**src/rtl/tmr_pkg.sv**
```systemverilog
package tmr_pkg;
  // control word fields, bit 0 = run, bit 1 = periodic, bit 2 = mask
  typedef struct packed {
    logic mask;
    logic periodic;
    logic en;
  } tmr_ctrl_t;

  localparam int CTRL_W   = 3;

  // per-channel sub-offsets
  localparam int OFF_LOAD = 'h00;
  localparam int OFF_CUR  = 'h04;
  localparam int OFF_CTRL = 'h08;
  localparam int OFF_EOI  = 'h0C;
  localparam int OFF_IST  = 'h10;

  // block-level offsets
  localparam int GLB_IST  = 'hA0;
  localparam int GLB_EOI  = 'hA4;
  localparam int GLB_RAW  = 'hA8;
  localparam int GLB_VER  = 'hAC;
endpackage

```
**src/rtl/tmr_apb_dec.sv**
```systemverilog
module tmr_apb_dec #(
  parameter int N    = 8,
  parameter int AW   = 8,
  parameter int SLOT = 20
) (
  input  logic [AW-1:0] paddr,
  output logic [N-1:0]  chan_hit,
  output logic [AW-1:0] sub_off
);
  always_comb begin
    chan_hit = '0;
    sub_off  = '0;
    for (int n = 0; n < N; n++) begin
      if (paddr >= AW'(n * SLOT) && paddr < AW'((n + 1) * SLOT)) begin
        chan_hit[n] = 1'b1;
        sub_off     = paddr - AW'(n * SLOT);
      end
    end
  end
endmodule

```
**src/rtl/tmr_chan.sv**
```systemverilog
module tmr_chan
  import tmr_pkg::*;
#(
  parameter int DW = 32
) (
  input  logic          clk,
  input  logic          rst_n,
  input  logic          wr_load,
  input  logic          wr_ctrl,
  input  logic [DW-1:0] wdata,
  input  logic          eoi_clr,
  output logic [DW-1:0] load_q,
  output logic [DW-1:0] cnt_q,
  output tmr_ctrl_t     ctrl_q,
  output logic          raw_q
);
  logic start;
  logic zero_hit;

  assign start    = wr_ctrl && wdata[0] && !ctrl_q.en;
  assign zero_hit = ctrl_q.en && (cnt_q == '0);

  always_ff @(posedge clk or negedge rst_n) begin
    if (!rst_n) begin
      load_q <= '0;
      cnt_q  <= '0;
      ctrl_q <= '0;
      raw_q  <= 1'b0;
    end else begin
      if (wr_load) load_q <= wdata;
      if (wr_ctrl) ctrl_q <= tmr_ctrl_t'(wdata[CTRL_W-1:0]);

      if (start)
        cnt_q <= load_q;
      else if (zero_hit)
        cnt_q <= ctrl_q.periodic ? load_q : '1;
      else if (ctrl_q.en)
        cnt_q <= cnt_q - 1'b1;

      if (zero_hit)     raw_q <= 1'b1;
      else if (eoi_clr) raw_q <= 1'b0;
    end
  end
endmodule

```
**src/rtl/tmr_multi_apb.sv**
```systemverilog
module tmr_multi_apb
  import tmr_pkg::*;
#(
  parameter int          N_TMR   = 8,
  parameter int          DW      = 32,
  parameter int          AW      = 8,
  parameter int          SLOT    = 20,
  parameter logic [31:0] VERSION = 32'h0001_0200
) (
  input  logic             pclk,
  input  logic             presetn,
  input  logic             psel,
  input  logic             penable,
  input  logic             pwrite,
  input  logic [AW-1:0]    paddr,
  input  logic [DW-1:0]    pwdata,
  output logic [DW-1:0]    prdata,
  output logic             pready,
  output logic             pslverr,
  output logic [N_TMR-1:0] irq_o
);
  logic access, wr_acc, rd_acc, geoi_rd;
  logic [N_TMR-1:0] hit;
  logic [AW-1:0]    sub;
  logic [N_TMR-1:0] en_v, per_v, msk_v, raw_v, ist_v;
  logic [N_TMR-1:0][DW-1:0] cnt_a, load_a;
  tmr_ctrl_t ctrl_a [N_TMR];

  assign access  = psel && penable;
  assign wr_acc  = access && pwrite;
  assign rd_acc  = access && !pwrite;
  assign geoi_rd = rd_acc && (paddr == AW'(GLB_EOI));
  assign pready  = 1'b1;
  assign pslverr = 1'b0;

  tmr_apb_dec #(.N(N_TMR), .AW(AW), .SLOT(SLOT)) u_dec (
    .paddr(paddr), .chan_hit(hit), .sub_off(sub)
  );

  for (genvar n = 0; n < N_TMR; n++) begin : g_ch
    tmr_chan #(.DW(DW)) u_ch (
      .clk    (pclk),
      .rst_n  (presetn),
      .wr_load(wr_acc && hit[n] && sub == AW'(OFF_LOAD)),
      .wr_ctrl(wr_acc && hit[n] && sub == AW'(OFF_CTRL)),
      .wdata  (pwdata),
      .eoi_clr(geoi_rd || (rd_acc && hit[n] && sub == AW'(OFF_EOI))),
      .load_q (load_a[n]),
      .cnt_q  (cnt_a[n]),
      .ctrl_q (ctrl_a[n]),
      .raw_q  (raw_v[n])
    );
    assign en_v[n]  = ctrl_a[n].en;
    assign per_v[n] = ctrl_a[n].periodic;
    assign msk_v[n] = ctrl_a[n].mask;
  end

  assign ist_v = raw_v & ~msk_v;
  assign irq_o = ist_v;

  always_comb begin
    prdata = '0;
    for (int n = 0; n < N_TMR; n++) begin
      if (hit[n]) begin
        case (sub)
          AW'(OFF_LOAD): prdata = load_a[n];
          AW'(OFF_CUR):  prdata = cnt_a[n];
          AW'(OFF_CTRL): prdata = DW'(ctrl_a[n]);
          AW'(OFF_IST):  prdata = DW'(ist_v[n]);
          default:       prdata = '0;
        endcase
      end
    end
    case (paddr)
      AW'(GLB_IST): prdata = DW'(ist_v);
      AW'(GLB_RAW): prdata = DW'(raw_v);
      AW'(GLB_VER): prdata = DW'(VERSION);
      default: ;
    endcase
  end
endmodule

```
**config.mk**
```make
export PLATFORM = sky130hd
export DESIGN_NAME = tmr_multi_apb
export DESIGN_NICKNAME = d
export VERILOG_FILES = /design/src/rtl/tmr_pkg.sv /design/src/rtl/tmr_apb_dec.sv /design/src/rtl/tmr_chan.sv /design/src/rtl/tmr_multi_apb.sv
export SDC_FILE = /design/constraint.sdc
export NUM_CORES = 1
export LEC_CHECK = 0
export ABC_CLOCK_PERIOD_IN_PS = 5800
export BUFFER_PORTS_ARGS = -buffer_cell sky130_fd_sc_hd__buf_2
export CELL_PAD_IN_SITES_DETAIL_PLACEMENT = 1
export CELL_PAD_IN_SITES_GLOBAL_PLACEMENT = 1
export CORE_UTILIZATION = 47
export CTS_BUF_LIST = sky130_fd_sc_hd__clkbuf_8
export CTS_CLUSTER_SIZE = 28
export DETAILED_ROUTE_END_ITERATION = 8
export PLACE_DENSITY_LB_ADDON = 0.1
export RECOVER_POWER = 25
export SKIP_LAST_GASP = 1
export SYNTH_ARGS = -nofsm -noshare
export SYNTH_HDL_FRONTEND = slang
export SYNTH_SLANG_ARGS = --single-unit
```
**constraint.sdc**
```tcl
create_clock -name pclk -period 5.8 [get_ports pclk]
set_input_delay 0.87 -clock pclk [delete_from_list [all_inputs] [get_ports pclk]]
set_output_delay 0.87 -clock pclk [all_outputs]
set_load 0.01 [all_outputs]
```
Word level (Yosys, flattened, before mapping)
Cells that the tools add are included.
{"block": "word_totals", "ff_bits": 544, "in_bits": 45, "output_inout_bits": 42, "wordCells": 288}
{"block": "op_classes", "addsub": 15, "n_lt_le_gt_ge": 16, "n_eq_ne": 8, "muxes": 81, "bitwise_logic": 2, "n_reduce_logical": 118}
{"cell": "$mux W32", "count": 40}
{"cell": "$pmux W32 S4", "count": 8}
{"cell": "$logic_not A32 Y1", "count": 8}
{"cell": "$sub A32 B1 Y32 const B", "count": 8}
{"cell": "$pmux W32 S3", "count": 1}
{"cell": "$logic_and A1 B1 Y1", "count": 76}
{"cell": "$mux W8", "count": 8}
{"cell": "$eq A8 B8 Y1 const B", "count": 4}
{"cell": "$ge A8 B7 Y1 const B", "count": 3}
{"cell": "$lt A8 B7 Y1 const B", "count": 3}
{"cell": "$mux W1", "count": 24}
{"cell": "$reduce_bool A3 Y1", "count": 8}
{"cell": "$sub A8 B7 Y8 const B", "count": 3}
{"cell": "$eq A8 B4 Y1 const B", "count": 2}
{"cell": "$ge A8 B6 Y1 const B", "count": 2}
{"cell": "$lt A8 B6 Y1 const B", "count": 2}
{"cell": "$lt A8 B8 Y1 const B", "count": 2}
{"cell": "$reduce_bool A2 Y1", "count": 8}
{"cell": "$sub A8 B6 Y8 const B", "count": 2}
{"cell": "$logic_not A1 Y1", "count": 9}
{"cell": "$and A8 B8 Y8", "count": 1}
{"cell": "$eq A8 B3 Y1 const B", "count": 1}
{"cell": "$eq A8 B5 Y1 const B", "count": 1}
{"cell": "$ge A8 B1 Y1 const B", "count": 1}
{"cell": "8 further kinds", "count": 15}

Logic depth before layout (Yosys ltp)
Gate-level depths: netlist of run 1.
{"block": "logic_depth", "word_depth": 21, "ltp_mapped": 19, "mapped_depth_nobuf": 13}

By module
A second synthesis of run 1 with hierarchy kept.
{"block": "hier_totals", "cells_unflattened": 3648, "hier_area_um2": 34840.9}
{"module": "tmr_chan at g_ch[0].u_ch ...", "instances": 5, "cells_per_inst": 328, "area_each_um2": 3522.1, "seq_area_each_um2": 1701.6}
{"module": "tmr_chan at g_ch[5].u_ch ...", "instances": 3, "cells_per_inst": 349, "area_each_um2": 3598.5, "seq_area_each_um2": 1701.6}
{"module": "tmr_multi_apb", "instances": 1, "cells_per_inst": 796, "area_each_um2": 5266.3, "seq_area_each_um2": 0.0}
{"module": "tmr_apb_dec", "instances": 1, "cells_per_inst": 165, "area_each_um2": 1168.6, "seq_area_each_um2": 0.0}

Worst setup path before layout of run 1
OpenSTA, ideal clock, no wires.
{"block": "synth_path", "path_type": "input-to-output", "start": "input paddr[5]", "end": "output prdata[10]", "arrival_ps": 4972, "t_required_ps": 4930, "setup_slack_ps": -42, "stages": 18, "path_buffers": 7, "cell_sequence": "clkbuf_1 > clkbuf_1 > inv_1 > ha_1 > nor2b_1 > o31a_1 > buf_2 > nor2b_1 > o311ai_0 > a41oi_1 > buf_2 > nor2_1 > and3_1 > buf_2 > buf_2 > buf_1 > o211ai_1 > a311oi_1"}
{"block": "synth_between", "elab_chain_cells": 21, "word_cells_on_any_way": 71, "cone_classes": "add/sub (7); order compare (16); eq/ne (6); mux (33); reduce/logical (9)"}
{"element": "from (decl)", "line": "tmr_multi_apb.sv:15", "source": "input logic [AW-1:0] paddr,"}
{"element": "$ge A8 B1 Y1 or $lt A8 B5 Y1 (tied branches)", "line": "tmr_apb_dec.sv:14", "source": "if (paddr >= AW'(n * SLOT) && paddr < AW'((n + 1) * SLOT)) begin"}
{"element": "$logic_and A1 B1 Y1", "line": "tmr_apb_dec.sv:14"}
{"element": "$mux W8 (8 in series)", "line": "tmr_apb_dec.sv:14"}
{"element": "$eq A8 B5 Y1, or another cell as far along", "line": "tmr_multi_apb.sv:65", "source": "case (sub)"}
{"element": "$pmux W32 S4", "line": "tmr_multi_apb.sv:65"}
{"element": "$mux W32 (8 in series)", "line": "tmr_multi_apb.sv:64", "source": "if (hit[n]) begin"}
{"element": "$pmux W32 S3 *", "line": "tmr_multi_apb.sv:74", "source": "case (paddr)"}
{"element": "to (decl)", "line": "tmr_multi_apb.sv:17", "source": "output logic [DW-1:0] prdata,"}
Every way passes the cells marked *; elsewhere a longest branch is shown, timed or not.

Worst setup path after layout of run 1
{"block": "layout_path", "start": "input paddr[3]", "end": "output prdata[2]"}
Same word-level chain as after synthesis.

==> results of run 1 <==
==> registers in the layout, summed over array words and instances (netlist names) <==
signal and flops:
g_ch.u_ch.cnt_q 256, g_ch.u_ch.raw_q 8, g_ch.u_ch.load_q 256, g_ch.u_ch.ctrl_q 24
==> power breakdown <==
part | switching, mW | leakage (nW) | internal (mW) | total [mW]
Clock | 1.81 | 1.18 | 1.98 | 3.78
Sequential | 1.68 | 6.74 | 4.73 | 6.42
Combinational | 1.94 | 7.94 | 1.55 | 3.49
Total | 5.43 | 15.9 | 8.26 | 13.7
==> area by class of cell <==
class,count,area [um^2],area share
timing repair buffer,338,2659,0.06744
inverter,50,187.7,0.004760
tap,959,1200,0.03043
clock inverter,55,296.5,0.007521
clock buffer,124,1707,0.04329
multi-input combinational,2787,19740,0.5006
sequential,544,13620,0.3455
antenna,7,17.52,0.0004443
==> routing by layer <==
| layer | global-route usage | up-vias |
|---|---|---|
| li1 | - | 14210 |
| met1 | 0.5325 | 17230 |
| met2 | 0.6426 | 1580 |
| met3 | 0.07175 | 496 |
| met4 | 0.2592 | 12 |
| met5 | 0 | - |
==> worst max path at each step <==
stage             start    endpoint  slack, ns  cells after the start
5_1_grt        paddr[3]   prdata[2]      -0.05                     20
4_1_cts        paddr[4]   prdata[2]      -0.06                     19
6_report       paddr[3]   prdata[2]       0.08                     20
3_3_place_gp   paddr[2]   prdata[2]      -0.50                     17
2_1_floorplan  paddr[3]  prdata[10]       0.03                     17
3_5_place_dp   paddr[4]   prdata[2]      -0.59                     19
==> synthesized netlist by cell type, types with 17 or more instances <==
cell	n
ha_1	21
a22o_1	17
inv_1	49
clkbuf_1	200
a31oi_1	34
nor2_1	231
nor4_1	47
mux2_2	275
nand2b_1	21
xnor2_1	64
a221oi_1	62
o21ai_0	277
a21oi_1	142
buf_2	58
nor2b_1	29
o211ai_1	171
dfrtp_1	544
o22ai_1	68
o221ai_1	19
nand2_1	264
nor3_1	98
or4_1	24
a211oi_1	36
nand3_1	84
or3_1	63
mux2i_1	190
xor2_1	103
nand3b_1	61
a22oi_1	72
o311ai_0	55
==> cells in the final DEF (no fill, tap or decap), types with 93 or more instances in the layout <==
cell,count
dfrtp_1,538
o21ai_0,276
mux2_2,275
nand2_1,263
nor2_1,230
buf_4,221
mux2i_1,190
o211ai_1,171
a21oi_1,139
clkbuf_8,124
xor2_1,103
nor3_1,93
==> kinds of logic (layout without fill, tap and decap cells) <==
family,count (synthesis),after routing
compound gates,1096,1096
simple gates,1031,1031
flops,544,544
mux,469,469
buf+inv,342,567
xor+xnor,167,167
fa+ha+maj,22,22
other cells,2,9
==> repair_timing <==
action	in CTS	in global routing
hold buffers	0	0
buffers inserted	0	6
gates cloned	0	1
pin swaps	0	4
resized for setup	10	35
setup endpoints to repair	31	31
==> through the flow <==
step                setup WS [ns]  hold WS (ns)  area (um^2)  instances
floorplan                 0.03175        0.4657        34590       3673
global placement          -0.5003        0.4828        37180       4671
detailed placement        -0.5862        0.4957        37180       4671
CTS                      -0.06370        0.2076        39240       4850
global route             -0.05045        0.5231        39420       4862
finish                    0.08103        0.5092        39430       4864
==> worst register-to-register path: stages, from the launching register on <==
cell	delay, ns
dfrtp_1	0.49
inv_1	0.21
ha_1	0.22
or3b_2	0.49
or3_1	0.49
nor3_1	0.57
and3_1	0.32
and2_1	0.29
nand2_1	0.18
nor3_1	0.24
buf_4	0.22
nand2_1	0.48
o21a_1	0.40
o22ai_1	0.23
nor2_1	0.06
==> results by group, run 1 <==
Detailed routing
  – Wire per inst: 31.96 um
  – Via count: 33530
  – Iter 0 DRT Violations: 3601
  – Routed WL: 155400 um
  – Drc violations: 0
  – Wire length on met2: 70270 um
  – Antenna-violating nets left: 0
  – Met1 WL: 62530 um
  – Drt first pass iters: 6
  – Vias/cell: 6.894
  – DR top layer: met5
  – Met3 WL: 11180 um

Critical path
  – R2R Path Start: g_ch[3].u_ch.cnt_q[0]
  – Reg2Reg Depth: 14
  – Critical Path Slowest Stage Cell: o41ai_4
  – Crit Path Max Fanout: 6
  – Critical path buffer and inverter count: 8
  – Worst path required time: 4.93 ns
  – CP most frequent cell: buf_4
  – Reg-to-Reg End: g_ch[3].u_ch.cnt_q[4]
  – Setup crit end kind: primary output
  – CP peak stage delay: 0.52 ns
  – R2R Setup Slk: 0.80 ns
  – Arrival time at the worst endpoint: 4.85 ns
  – Startpoint Class: input pin
  – Setup CP Type: input pin to primary output
  – Critical path, cell by cell: buf_2, inv_1, ha_1, or3b_2, buf_4, nand3b_1, buf_4, a21oi_1, o2111ai_1, o221ai_2, or3_4, buf_4, nor3_4, buf_4, a221o_1, nor2b_1, nor2_1, o41ai_4, buf_4, buf_2
  – Delay-heaviest family, CP: simple AND/OR/NAND/NOR gates

Cells and area
  – Finished Core Util: 0.5413
  – Fillers: 8232
  – Area Overhead vs Synth: 13.98%
  – Layout cell share with drive strength beyond 1: 0.2211
  – Nets@finish: 3887

Synth
  – Mapped cell area: 34590 um^2
  – Mean Syn Cell Area: 9.417 um^2
  – Post-Synth Simple-Gate Area: 0.1526
  – Yosys top cell by area: dfrtp_1
  – Syn Nets: 3739
  – Synthesis-stage register bit count: 544
  – Synth Area in Compound Gates: 0.2144
  – XOR/XNOR Fraction of Synth Area: 0.04229
  – Adder-cell share of the synthesized area: 0.007886
  – Synth top area share: 0.3936
  – Seq/Total Area, Yosys: 0.3936
  – Multiplexer area fraction after synthesis: 0.1458
  – Commonest register cell after synthesis: dfrtp_1
  – FFs w/ async S/R, synth: 1.000
  – Synth top area cells: dfrtp_1, mux2_2, mux2i_1
  – Post-synth EDFFs: 0
  – Main combinational cell family by area after synthesis: compound AO/OA/AOI/OAI gates
  – YS warnings: 0
  – Yosys cell types: 96
  – Mapped Cells: 3673

Clock tree
  – CTS tree: done
  – Clock Sinks: 544
  – CTS max path bufs: 3
  – CTS Root Buffer Type: clkbuf_8
  – Clock Latency Late Sink: 0.76 ns
  – Reg clk slew, reported paths: 0.05 ns
  – Number of H-tree levels: 3
  – CTS Buf Count: 100

Min path
  – Worst Hold Endpoint: g_ch[4].u_ch.cnt_q[1]
  – Hold path startpoint: g_ch[4].u_ch.cnt_q[1]
  – Hold Path Cell Cnt: 1
  – Hold Crit Class: flop to flop

Floorplan
  – Die area: 74680 um^2
  – Die Wd: 273.3 um
  – Initial core utilization: 0.4749
  – CORE AREA: 72830 um^2
  – Die height: 273.3 um
  – Top-level port count: 87
  – FP Rows: 99

Pwr
  – Worst vdd ir: 246.2 uV
  – Leakage: 15.86 nW
  – Power per standard cell area: 347.1 nW/um^2
  – Overall Power: 13.69 mW

Global routing
  – First-pass GRT wire length: 229100 um
  – Grt ovf: 0
  – Total track usage: 0.4127
  – Pin count of the biggest net entering global routing: 127
  – Initial antenna violation count: 16
  – Vias in the first global route: 34020

STA
  – RSZ-0062 raised after global routing: true
  – Final period util: 0.9860
  – Setup Skew: 0.05270 ns
  – Setup violators final: 0
  – Count of final max-slew check failures: 396
  – Rel. slew slack: -1.082
  – TNS Setup: 0 ns
  – Worst-Margin Slew: 3.123 ns
  – Hold Vio Cnt, Final: 0
  – Min Tclk post-route: 5.719 ns
  – Max Clock Freq: 174.9 MHz

Status
  – Failing checks: max-capacitance violations, max-slew violations
  – Outcome: finished with violations

Run
  – Maxcap violations: 5

Placement
  – DP HPWL: 112000 um
  – Gpl congestion: 1.014
  – IO Port Bufs: 84
Note: power is estimated with default switching activity, not from simulation.
==> run 2, diff against run 1 <==
CORE_UTILIZATION = 36   (was 47)
SYNTH_HIERARCHICAL = 1   (was not set)
==> results by group, run 2 <==
STA
  – Final period util: 1.075
  – Hold Vio Cnt, Final: 0
  – Max Clock Freq: 160.5 MHz
  – Setup violators final: 32
  – Setup Skew: 0.04542 ns
  – Rel. slew slack: -1.730
  – Min Tclk post-route: 6.232 ns
  – Hold Slack: 0.5358 ns
  – RSZ-0062 raised after global routing: true
  – Final worst setup slack: -0.4325 ns
  – Count of final max-slew check failures: 233
  – Worst-Margin Slew: 4.094 ns

Clock tree
  – Number of H-tree levels: 3
  – Clock Latency Late Sink: 0.82 ns
  – CTS Root Buffer Type: clkbuf_8
  – CTS Buf Count: 106
  – Clock Sinks: 544
  – CTS max path bufs: 3
  – CTS tree: done
  – Reg clk slew, reported paths: 0.05 ns

Synth
  – Mapped cell area: 34840 um^2
  – Synthesis-stage register bit count: 544
  – Post-synth EDFFs: 0
  – Top cells by count, synth: dfrtp_1, mux2_2, a21oi_1, nor2_1, nand2_1
  – Most common cell in the netlist: dfrtp_1
  – Seq/Total Area, Yosys: 0.3907
  – Mean Syn Cell Area: 9.551 um^2
  – Mapped Cells: 3648
  – Yosys cell types: 96
  – Synth top area share: 0.3907
  – YS warnings: 6
  – FFs w/ async S/R, synth: 1.000
  – Syn Nets: 3715
  – Yosys top cell by area: dfrtp_1
  – Commonest register cell after synthesis: dfrtp_1
  – Synth top area cells: dfrtp_1, mux2_2, a21oi_1

Critical path
  – Crit Path Max Fanout: 5
  – Delay-heaviest family, CP: simple AND/OR/NAND/NOR gates
  – Critical path buffer and inverter count: 9
  – R2R Path Start: g_ch[7].u_ch/cnt_q[0]
  – R2R Setup Slk: 1.58 ns
  – CP peak stage delay: 0.60 ns
  – Reg-to-Reg End: g_ch[7].u_ch/cnt_q[22]
  – Startpoint Class: input pin
  – Reg2Reg Depth: 8
  – Setup crit end kind: primary output
  – Critical path, cell by cell: buf_6, inv_2, buf_6, ha_4, nor2b_2, o21a_1, or3_4, inv_4, or4_4, o41a_1, or4_4, buf_6, nor3_4, buf_12, buf_8, nand2_1, o211ai_1, a221oi_1, buf_4, o31a_1, nor3_2, buf_2
  – Arrival time at the worst endpoint: 5.36 ns
  – Critical Path Slowest Stage Cell: or4_4
  – Setup CP Type: input pin to primary output
  – CP most frequent cell: buf_6
  – Worst path required time: 4.93 ns

Global routing
  – Total track usage: 0.3678
  – Initial antenna violation count: 31
  – Vias in the first global route: 35750
  – First-pass GRT wire length: 263500 um
  – Grt ovf: 0
  – Pin count of the biggest net entering global routing: 150

Placement
  – Pre-CTS setup slack: -1.897 ns
  – IO Port Bufs: 84
  – DP HPWL: 128100 um
  – Placed instance count: 5143
  – Gpl congestion: 0.9793
  – Area post-placement: 39320 um^2

Pwr
  – Worst vdd ir: 240.7 uV
  – Flop pwr share: 0.418
  – Internal power: 8.476 mW
  – Logic gate share of total power: 0.278
  – Power per standard cell area: 307.7 nW/um^2
  – Leakage: 18.29 nW
  – Clock Power Share: 0.304
  – Psw: 5.251 mW
  – Sw Ratio: 0.3825
  – Overall Power: 13.73 mW

Status
  – Outcome: finished with violations
  – Failing checks: max-capacitance violations, max-slew violations, negative setup slack

Floorplan
  – Die height: 313.1 um
  – CORE AREA: 95440 um^2
  – Top-level port count: 87
  – FP Rows: 113
  – Initial core utilization: 0.3651
  – Die area: 98030 um^2
  – Die Wd: 313.1 um

Detailed routing
  – Iter 0 DRT Violations: 3965
  – Drt first pass iters: 6
  – Routed WL: 186500 um
  – Vias/cell: 6.653
  – Via count: 36270
  – Antenna-violating nets left: 0
  – Wire per inst: 34.20 um
  – Drc violations: 0

Cells and area
  – Area Overhead vs Synth: 28.06%
  – Top flop regs: g_ch.u_ch/cnt_q: 256 flops, g_ch.u_ch/load_q: 256 flops, g_ch.u_ch/ctrl_q: 24 flops
  – Nets@finish: 4139
  – Fin cells: 5452
  – Most frequent cells in the layout: dfrtp_1, mux2_2, buf_4, nor2_1, a21oi_1
  – Layout cell share with drive strength beyond 1: 0.3481
  – Most common cell after layout, fill and taps aside: dfrtp_1
  – Design area: 44620 um^2

Min path
  – Hold Path Cell Cnt: 1
  – Hold path startpoint: g_ch[3].u_ch/load_q[1]
  – Worst Hold Endpoint: g_ch[3].u_ch/load_q[1]
  – Hold Crit Class: flop to flop

Run
  – Maxcap violations: 3
run 2: cell count changes after synthesis, sizes merged, moves of 45 or more:
cell	before	now
xor2	103	31
mux2	279	370
o211ai	171	27
mux2i	190	90
a21oi	142	249
nor3	103	175
o22ai	68	123
clkbuf	206	152
o311ai	55	10
o21ai	282	172
nand2	265	200
run 2: cells by family (layout without fill, tap and decap cells):
group,Yosys count,count (layout),share of synthesized area
AO/OA/AOI/OAI,1114,1114,0.2206
AND/OR/NAND/NOR,1090,1090,0.1714
flip-flops,544,544,0.3907
multiplexers,460,460,0.1454
buffers and inverters,314,826,0.03803
XOR/XNOR,101,101,0.02539
adder cells (fa/ha/maj),23,23,0.008188
other,2,29,0.0002156
run 2: worst reg2reg max path: cells and delay by family, from the launching register on:
family	cells	cell delay, ns
AOI/OAI and AO/OA	2	0.48
and+or+nand+nor	4	2.76
adders and majority gates	1	0.21
buffers and inverters	1	0.12
DFF	1	0.46
run 2: area by class of cell:
class | count | area, um^2
Antenna cell | 27 | 67.56
Clock buffer | 138 | 1899
Clock inverter | 58 | 349.1
Fill cell | 10520 | 50820
Inverter | 72 | 284.0
Multi-Input combinational cell | 2790 | 21720
Sequential cell | 544 | 13620
Tap cell | 1265 | 1583
Timing Repair Buffer | 558 | 5097
run 2: worst max-delay path by stage:
| stage | from | to | cells after the start |
|---|---|---|---|
| 3_5_place_dp | paddr[4] | prdata[16] | 20 |
| 3_3_place_gp | paddr[3] | prdata[16] | 18 |
| 2_1_floorplan | paddr[4] | prdata[20] | 16 |
| 5_1_grt | paddr[3] | prdata[19] | 22 |
| 6_report | paddr[3] | prdata[19] | 22 |
| 4_1_cts | paddr[4] | prdata[17] | 20 |
run 2: timing repair:
| action | in CTS | in global routing |
|---|---|---|
| pin swaps | 74 | 68 |
| gates cloned | 6 | 11 |
| setup buffers | 37 | 51 |
| setup endpoints to repair | 32 | 32 |
| hold buffers | 0 | 0 |
| gates resized for setup | 263 | 153 |
run 2: stage by stage:
step / utilization / TNS (ns)
2_1_floorplan: - / -0.3390
3_3_place_gp: 0.4120 / -35.50
5_1_grt: 0.4669 / -8.702
4_1_cts: 0.4529 / -4.957
6_report: 0.4675 / -7.605
3_5_place_dp: 0.4120 / -67.43
run 2: power groups by stage:
| stage | Sequential [mW] | Combinational, mW | Clock, mW |
|---|---|---|---|
| after floorplan | 5.27 | 2.20 | 0 |
| after global placement | 5.67 | 3.28 | 0 |
| after detailed placement | 5.71 | 3.40 | 0 |
| after CTS | 5.67 | 3.59 | 4.24 |
| after global routing | 5.83 | 4.06 | 4.39 |
| final | 5.73 | 3.82 | 4.18 |
run 2: routing by layer:
metal,global-route usage,part of all wire,vias to the layer above
met4,0.1589,0.051,4
li1,-,-,15050
met5,0,0.00013,-
met3,0.07510,0.092,409
met1,0.5166,0.43,18890
met2,0.5456,0.43,1911
